**src/rtl/dsm2_pkg.sv**
```systemverilog
package dsm2_pkg;
  // Extra integer bits carried by the internal sum so that 2*e1 - e2 never wraps.
  localparam int GUARD_W = 2;

  // How the quantizer resolved the current sum.
  typedef enum logic [1:0] {
    QZ_PASS = 2'd0,
    QZ_HIGH = 2'd1,
    QZ_LOW  = 2'd2
  } qz_state_e;
endpackage

```
**src/rtl/dsm2_quant.sv**
```systemverilog
module dsm2_quant #(
  parameter int IN_W  = 14,
  parameter int OUT_W = 4,
  parameter int SUM_W = 17
) (
  input  logic signed [SUM_W-1:0] sum_v,
  output logic [OUT_W-1:0]        lvl,
  output logic signed [SUM_W-1:0] err,
  output dsm2_pkg::qz_state_e     state
);
  localparam int FRAC_W = IN_W - OUT_W;
  localparam logic signed [SUM_W-1:0] FULL = SUM_W'((1 << IN_W) - 1);

  logic signed [SUM_W-1:0] scaled;

  always_comb begin
    if (sum_v[SUM_W-1]) begin
      lvl   = '0;
      state = dsm2_pkg::QZ_LOW;
    end else if (sum_v > FULL) begin
      lvl   = '1;
      state = dsm2_pkg::QZ_HIGH;
    end else begin
      lvl   = sum_v[IN_W-1:FRAC_W];
      state = dsm2_pkg::QZ_PASS;
    end
    scaled = '0;
    scaled[IN_W-1:FRAC_W] = lvl;
    // Full difference, so that a clamped sample keeps its whole excess in the loop.
    err = sum_v - scaled;
  end
endmodule

```
**src/rtl/dsm2_err_fb.sv**
```systemverilog
module dsm2_err_fb #(
  parameter int IN_W  = 14,
  parameter int OUT_W = 4,
  parameter int SUM_W = 17
) (
  input  logic                    clk,
  input  logic                    rst,
  input  logic [IN_W-1:0]         word,
  output logic [OUT_W-1:0]        lvl_next,
  output dsm2_pkg::qz_state_e     qz_state,
  output logic signed [SUM_W-1:0] err_now
);
  logic signed [SUM_W-1:0] err_d1;
  logic signed [SUM_W-1:0] err_d2;
  logic signed [SUM_W-1:0] word_ext;
  logic signed [SUM_W-1:0] sum_v;

  assign word_ext = $signed({{(SUM_W-IN_W){1'b0}}, word});
  // Error feedback 2z^-1 - z^-2 gives the noise transfer (1 - z^-1)^2.
  assign sum_v    = word_ext + (err_d1 <<< 1) - err_d2;

  dsm2_quant #(.IN_W(IN_W), .OUT_W(OUT_W), .SUM_W(SUM_W)) u_quant (
    .sum_v (sum_v),
    .lvl   (lvl_next),
    .err   (err_now),
    .state (qz_state)
  );

  always_ff @(posedge clk) begin
    if (rst) begin
      err_d1 <= '0;
      err_d2 <= '0;
    end else begin
      err_d1 <= err_now;
      err_d2 <= err_d1;
    end
  end
endmodule

```
**src/rtl/dsm2_therm_dec.sv**
```systemverilog
module dsm2_therm_dec #(
  parameter int OUT_W = 4,
  parameter int LINES = 15
) (
  input  logic [OUT_W-1:0] lvl,
  output logic [LINES-1:0] lines
);
  for (genvar k = 0; k < LINES; k++) begin : g_line
    assign lines[k] = (lvl > OUT_W'(k));
  end
endmodule

```
**src/rtl/dsm2_therm_dac.sv**
```systemverilog
module dsm2_therm_dac #(
  parameter int IN_W  = 14,
  parameter int OUT_W = 4,
  localparam int LINES = (1 << OUT_W) - 1,
  localparam int SUM_W = IN_W + 1 + dsm2_pkg::GUARD_W
) (
  input  logic             clk,
  input  logic             rst,
  input  logic [IN_W-1:0]  ctrl_word,
  output logic [OUT_W-1:0] level,
  output logic [LINES-1:0] therm
);
  logic [OUT_W-1:0]        lvl_next;
  logic [LINES-1:0]        therm_next;
  dsm2_pkg::qz_state_e     qz_state;
  logic signed [SUM_W-1:0] err_now;

  dsm2_err_fb #(.IN_W(IN_W), .OUT_W(OUT_W), .SUM_W(SUM_W)) u_core (
    .clk      (clk),
    .rst      (rst),
    .word     (ctrl_word),
    .lvl_next (lvl_next),
    .qz_state (qz_state),
    .err_now  (err_now)
  );

  dsm2_therm_dec #(.OUT_W(OUT_W), .LINES(LINES)) u_dec (
    .lvl   (lvl_next),
    .lines (therm_next)
  );

  always_ff @(posedge clk) begin
    if (rst) begin
      level <= '0;
      therm <= '0;
    end else begin
      level <= lvl_next;
      therm <= therm_next;
    end
  end
endmodule

```
**config.mk**
```make
export PLATFORM = sky130hd
export DESIGN_NAME = dsm2_therm_dac
export DESIGN_NICKNAME = d
export VERILOG_FILES = /design/src/rtl/dsm2_pkg.sv /design/src/rtl/dsm2_quant.sv /design/src/rtl/dsm2_err_fb.sv /design/src/rtl/dsm2_therm_dec.sv /design/src/rtl/dsm2_therm_dac.sv
export SDC_FILE = /design/constraint.sdc
export NUM_CORES = 1
export LEC_CHECK = 0
export BUFFER_PORTS_ARGS = -buffer_cell sky130_fd_sc_hd__clkbuf_2
export CAP_MARGIN = 5
export CORE_UTILIZATION = 61
export DETAILED_ROUTE_END_ITERATION = 8
export PLACE_DENSITY = 0.81
export SLEW_MARGIN = 5
export SYNTH_ARGS = -nofsm -noshare
export SYNTH_HDL_FRONTEND = slang
export SYNTH_SLANG_ARGS = --single-unit
export TNS_END_PERCENT = 20
```
**constraint.sdc**
```tcl
create_clock -name clk -period 9.24 [get_ports clk]
set_input_delay 2.31 -clock clk [delete_from_list [all_inputs] [get_ports clk]]
set_output_delay 2.31 -clock clk [all_outputs]
set_load 0.02 [all_outputs]
```
==> results of run 1 <==
metal layers:
metal	GRT usage (%)	wire length, um	vias up
met5	0	0	-
met4	7.41	66	0
met3	4.42	239	7
met2	41.3	2780	58
met1	30.0	2570	1116
li1	-	-	1216
cells in the mapped netlist, types with 2 or more instances:
| cell type | n | area share (%) |
|---|---|---|
| a211o_1 | 2 | 0.57 |
| a211oi_1 | 4 | 0.99 |
| o32ai_4 | 2 | 1.8 |
| o21ai_1 | 4 | 0.66 |
| clkbuf_1 | 6 | 0.74 |
| a21oi_1 | 27 | 4.4 |
| o21a_1 | 4 | 0.99 |
| nor3_1 | 10 | 1.6 |
| xnor2_1 | 8 | 2.3 |
| o21ai_0 | 10 | 1.6 |
| nand2_1 | 13 | 1.6 |
| a211oi_2 | 3 | 1.2 |
| nand3_1 | 5 | 0.82 |
| fa_1 | 14 | 9.2 |
| a2111oi_0 | 2 | 0.57 |
| a221o_1 | 2 | 0.66 |
| ha_1 | 20 | 8.2 |
| xor2_1 | 6 | 1.7 |
| nand2b_1 | 3 | 0.62 |
| nand4_1 | 3 | 0.62 |
| buf_2 | 3 | 0.49 |
| and4_4 | 2 | 0.74 |
| inv_1 | 59 | 7.3 |
| nor2_2 | 2 | 0.41 |
| buf_4 | 3 | 0.74 |
| a21o_1 | 7 | 1.7 |
| dfxtp_1 | 52 | 34 |
| nor2_1 | 39 | 4.8 |
| nor2b_1 | 10 | 2.1 |
| o211ai_1 | 2 | 0.49 |
| and3_1 | 2 | 0.41 |
metrics by stage:
step	hold slack, ns	instance area [sq um]	std cells
floorplan	0.414	3050	349
global placement	0.428	3240	438
detailed placement	0.441	3240	438
CTS	0.457	3350	446
global route	0.464	3350	446
finish	0.457	3350	446
sequential cells by signal, summed over array words and instances, names as in the netlist:
signal / count
level: 3
therm: 15
u_core.err_d1: 17
u_core.err_d2: 17
cell type report:
class                   instances  area, sq um
multi-input cells             226         1730
fillers                       397         1400
flip-flops and latches         52         1040
inverters                      59          221
repair buffers                 34          170
well taps                      67         83.8
clock buffers                   6         72.6
clock inverters                 2         38.8
final timing paths:
kind | from | end | slack [ns]
max | ctrl_word[1] | u_core.err_d1[14] | 3.17
min reg2reg | u_core.err_d1[16] | u_core.err_d2[16] | 0.46
max reg2reg | u_core.err_d2[1] | u_core.err_d1[14] | 4.93
min | u_core.err_d1[16] | u_core.err_d2[16] | 0.46
worst max-delay path, cell delays in order:
cell      delay [ns]
clkbuf_2        0.09
fa_1            0.47
ha_1            0.25
fa_1            0.46
a211oi_2        0.39
o32ai_4         0.17
a22oi_1         0.30
o211a_1         0.29
o32ai_4         0.16
nor2_1          0.25
nor2_1          0.07
ha_1            0.28
inv_1           0.10
ha_1            0.23
a21oi_1         0.08
o21ai_0         0.21
nor3b_1         0.19
cells by family (layout without fill, tap and decap cells):
family | Yosys count | after routing
multiplexers | 1 | 1
XOR/XNOR | 14 | 14
buffers and inverters | 71 | 101
flip-flops | 52 | 52
AO/OA/AOI/OAI | 80 | 80
adder cells (fa/ha/maj) | 34 | 34
AND/OR/NAND/NOR | 97 | 97
placed cells by master, fill, tap and decap left out, types with 6 or more instances in the layout:
| cell | count |
|---|---|
| inv_1 | 59 |
| dfxtp_1 | 52 |
| nor2_1 | 39 |
| clkbuf_2 | 34 |
| a21oi_1 | 27 |
| ha_1 | 20 |
| fa_1 | 14 |
| nand2_1 | 13 |
| o21ai_0 | 10 |
| nor3_1 | 10 |
| nor2b_1 | 10 |
| xnor2_1 | 8 |
| a21o_1 | 7 |
| xor2_1 | 6 |
==> impl_metrics.py, run 1 <==
metrics = {
    "finish": {
        "area_delta_synth_final_pct": 10.0,
        "drive_above_1_share_pct": 14.0,
        "post-route-util_pct": 70.5,
        "layout.nets": 428,
        "antennaDiodeCount": 0,
    },
    "sta": {
        "max-slew-margin-rel_pct": 40.1,
        "worst_slack_ns": 3.17,
        "rsz0062_at_grt": "no",
        "worstMarginPinSlew_ns": 0.896,
        "drv_slew": 0,
        "setup-tns-final_ns": 0,
        "clock_skew_ns": 0.00474,
        "fmax_mhz": 165,
        "finalHoldViolCount": 0,
        "setup_violations": 0,
        "min_period_ns": 6.07,
        "fin_crit_sh_pct": 65.7,
    },
    "drt": {
        "drt-initial-drc-count": 169,
        "wirelength_mm": 5.66,
        "vias": 2397,
        "first_pass_iters": 4,
        "wl_per_cell_um": 12.7,
        "via_per_inst": 5.37,
        "drc_errors": 0,
        "antenna_left": 0,
    },
    "die": {
        "start_util_pct": 64.1,
        "core_sq_mm": 0.00475,
        "die_height_um": 72.7,
        "num_rows": 25,
        "ioPinCount": 35,
        "dieWidth_um": 72.7,
        "die-area_sq_mm": 0.00528,
    },
    "placement": {
        "dp_slack_ns": 2.96,
        "hpwl_mm": 4.32,
        "io_buffer_count": 34,
        "routabilityCongestion": 0.973,
    },
    "logic_synthesis": {
        "synthAdderAreaFrac_pct": 17.4,
        "syn_area_per_cell_sq_um": 8.73,
        "synth_flop_cell": "dfxtp_1",
        "ys_types": 51,
        "synth_warnings": 0,
        "synth_edf_count": 0,
        "ys_seq_area_share_pct": 34.2,
        "synth_top_family_by_area": "compound AO/OA/AOI/OAI gates",
        "synth_area_sq_mm": 0.00305,
        "synth.net_count": 399,
        "synth_compound_area_share_pct": 19.3,
        "netlist_instances": 349,
        "synthXorXnorAreaFrac_pct": 4.02,
        "yosys.area_share.simple_pct": 15.5,
        "ys_seq_elements": 52,
        "async_reset_ff_share_pct": 0,
        "muxShareOfSynthArea_pct": 0.369,
    },
    "clock_tree": {
        "cts_tree": "built",
        "ctsHoldBuffers": 0,
        "clock-sinks": 52,
        "htree_levels": 2,
        "clk_path_buf_depth": 2,
        "cts_root_buf": "clkbuf_8",
        "cts_resized": 0,
        "clkLatencyLatePin_ns": 0.30,
        "postCtsSetupRepairBufs": 0,
        "cts_inserted_buffers": 5,
        "clk_pin_slew_ns": 0.09,
    },
    "hold_path": {
        "min_path_cells": 1,
        "hold_path.class": "reg2reg",
    },
    "setup_path": {
        "path_class": "in2reg",
        "crit_path_max_fanout": 9,
        "arrival_ns": 6.29,
        "start_kind": "input port",
        "reg2reg_depth": 17,
        "worst_ep_required_time_ns": 9.46,
        "cp-end-kind": "register",
    },
    "status": {
        "status": "complete, no violations",
    },
    "job": {
        "maxCapViolCount": 0,
    },
    "grt": {
        "overflow": 0,
        "grt_pass1_wl_mm": 9.76,
        "grt_max_degree": 37,
        "grt_pass1_vias": 2234,
        "antenna_found_initial": 0,
        "grtUsageTotal_pct": 23.8,
    },
}
Power of run 1 is not shown: default switching activity piles up to over one toggle a cycle in this logic, so the estimate is an artifact.
==> run 2, diff against run 1 <==
--- a/config.mk
+++ b/config.mk
@@ -7,9 +7,9 @@
 export LEC_CHECK = 0
 export BUFFER_PORTS_ARGS = -buffer_cell sky130_fd_sc_hd__clkbuf_2
 export CAP_MARGIN = 5
-export CORE_UTILIZATION = 61
+export CORE_UTILIZATION = 58
 export DETAILED_ROUTE_END_ITERATION = 8
-export PLACE_DENSITY = 0.81
+export PLACE_DENSITY = 0.77
 export SLEW_MARGIN = 5
 export SYNTH_ARGS = -nofsm -noshare
 export SYNTH_HDL_FRONTEND = slang
==> constraint.sdc (replaced) <==
create_clock -name clk -period 5.65 [get_ports clk]
set_input_delay 1.4125 -clock clk [delete_from_list [all_inputs] [get_ports clk]]
set_output_delay 1.4125 -clock clk [all_outputs]
set_load 0.02 [all_outputs]
==> run 2 against run 1 <==
Clock-buffer cell count unchanged. Sequential share of layout area shrank 0.18 points. Routed wire length up 4.2%. Flip-flop and latch count unchanged. Final cell count is 1.6% higher. Setup slack worse by 2.5 ns. First-iteration DRC count fell by 21%. Largest cell class unchanged. Hold slack got worse by 0.0051 ns. Register-to-register slack got worse by 3.4 ns.
==> impl_metrics.py, run 2 (synthesized netlist as in run 1, its figures left out) <==
metrics = {
    "status": {
        "status": "complete, no violations",
    },
    "clock_tree": {
        "clkLatencyLatePin_ns": 0.31,
        "postCtsSetupRepairBufs": 0,
        "clk_pin_slew_ns": 0.09,
        "cts_root_buf": "clkbuf_8",
        "cts_resized": 0,
        "clock-sinks": 52,
        "clk_path_buf_depth": 2,
        "cts_tree": "built",
        "cts_inserted_buffers": 5,
        "htree_levels": 2,
        "ctsHoldBuffers": 0,
    },
    "setup_path": {
        "crit_buf_inv": 1,
        "crit_path_max_fanout": 9,
        "start_kind": "input port",
        "cp_top_family": "adder cells",
        "slowest_delay_ns": 0.47,
        "worst_ep_required_time_ns": 5.86,
        "arrival_ns": 5.19,
        "path_class": "in2reg",
        "cp_slowest_cell": "fa_1",
        "cp-end-kind": "register",
        "r2r_slack_ns": 1.52,
        "crit_chain": "clkbuf_2 > fa_1 > ha_1 > fa_1 > a211oi_2 > o32ai_4 > a22oi_1 > o211a_1 > o32ai_4 > nor2_1 > nor2_1 > ha_1 > nor4_1 > nor3_1 > mux2_1",
    },
    "grt": {
        "antenna_found_initial": 0,
        "grt_pass1_wl_mm": 9.87,
        "grt_max_degree": 37,
        "grt_pass1_vias": 2319,
        "grtUsageTotal_pct": 23.1,
        "overflow": 0,
    },
    "die": {
        "start_util_pct": 60.1,
        "ioPinCount": 35,
        "num_rows": 26,
        "die_height_um": 74.5,
        "die-area_sq_mm": 0.00555,
        "core_sq_mm": 0.00507,
        "dieWidth_um": 74.5,
    },
    "finish": {
        "reg.largest.list": "u_core.err_d1 (17), u_core.err_d2 (17), therm (15)",
        "antennaDiodeCount": 0,
        "area_delta_synth_final_pct": 10.7,
        "drive_above_1_share_pct": 15.1,
        "layout.nets": 432,
        "final_common_cell": "inv_1",
        "layout_common_cells": "59 x inv_1, 52 x dfxtp_1, 39 x nor2_1",
        "fill_cells": 430,
    },
    "sta": {
        "max-slew-margin-rel_pct": 50.1,
        "fmax_mhz": 201,
        "worstMarginPinSlew_ns": 0.748,
        "setup-tns-final_ns": 0,
        "fin_crit_sh_pct": 88.2,
        "clock_skew_ns": 0.00467,
        "rsz0062_at_grt": "no",
        "finalHoldViolCount": 0,
        "drv_slew": 0,
        "min_period_ns": 4.98,
        "setup_violations": 0,
    },
    "drt": {
        "wirelength_mm": 5.89,
        "antenna_left": 0,
        "first_pass_iters": 5,
        "vias": 2434,
        "wl_per_cell_um": 13.0,
        "via_per_inst": 5.37,
        "drt-initial-drc-count": 134,
        "drc_errors": 0,
    },
    "placement": {
        "io_buffer_count": 34,
        "hpwl_mm": 4.42,
        "routabilityCongestion": 0.850,
    },
    "job": {
        "maxCapViolCount": 0,
    },
    "hold_path": {
        "hold_path.class": "reg2reg",
    },
}
==> run 2: cell types whose count changed in the layout (fill, tap and decap cells not counted) <==
cell        previous run  this run
buf_4                  0         4
clkinvlp_4             0         2
inv_6                  1         0
clkbuf_8               5         6
clkbuf_1               1         0
bufinv_16              1         0
==> run 2: cell type report <==
cell class	count	area, sq um	area share [%]
inverters	59	221	6.57
clock inverters	2	15.0	0.445
well taps	70	87.6	2.60
repair buffers	38	200	5.93
flip-flops and latches	52	1040	30.9
clock buffers	6	82.6	2.45
multi-input cells	226	1730	51.1
==> run 2: worst paths after layout <==
path                                   startpoint           endpoint  cells after the start
worst max-delay path                 ctrl_word[1]  u_core.err_d1[15]                     15
worst min-delay path            u_core.err_d1[16]  u_core.err_d2[16]                      1
worst max register to register   u_core.err_d2[1]  u_core.err_d1[15]                     15
worst min register to register  u_core.err_d1[16]  u_core.err_d2[16]                      1
==> run 2: worst register-to-register path, cell delays in order, from the launching register on <==
cell and delay [ns]:
dfxtp_1 0.32, inv_1 0.05, fa_1 0.45, ha_1 0.25, fa_1 0.45, a211oi_2 0.36, o32ai_4 0.16, a22oi_1 0.29
o211a_1 0.28, o32ai_4 0.16, nor2_1 0.22, nor2_1 0.07, ha_1 0.24, nor4_1 0.31, nor3_1 0.11, mux2_1 0.32
==> run 2: metrics by stage <==
| stage | area, sq um | instances | worst slack [ns] | hold slack (ns) | utilization, % |
|---|---|---|---|---|---|
| 5_1_grt | 3370 | 453 | 0.417 | 0.472 | 66.5 |
| 6_report | 3370 | 453 | 0.667 | 0.452 | 66.5 |
| 2_1_floorplan | 3050 | 349 | 0.817 | 0.414 | - |
| 3_3_place_gp | 3280 | 445 | 0.504 | 0.435 | 64.5 |
| 3_5_place_dp | 3280 | 445 | 0.372 | 0.436 | 64.5 |
| 4_1_cts | 3370 | 453 | 0.706 | 0.459 | 66.5 |
==> run 2: per-layer routing <==
metal  global-route usage [%]  vias up  routed length, um
li1                         -     1223                  -
met1                     29.6     1126               2660
met2                     37.8       71               2830
met3                     5.42       14                309
met4                     8.60        0                 87
met5                        0        -                  0
Power of run 2 is left out for the same reason.
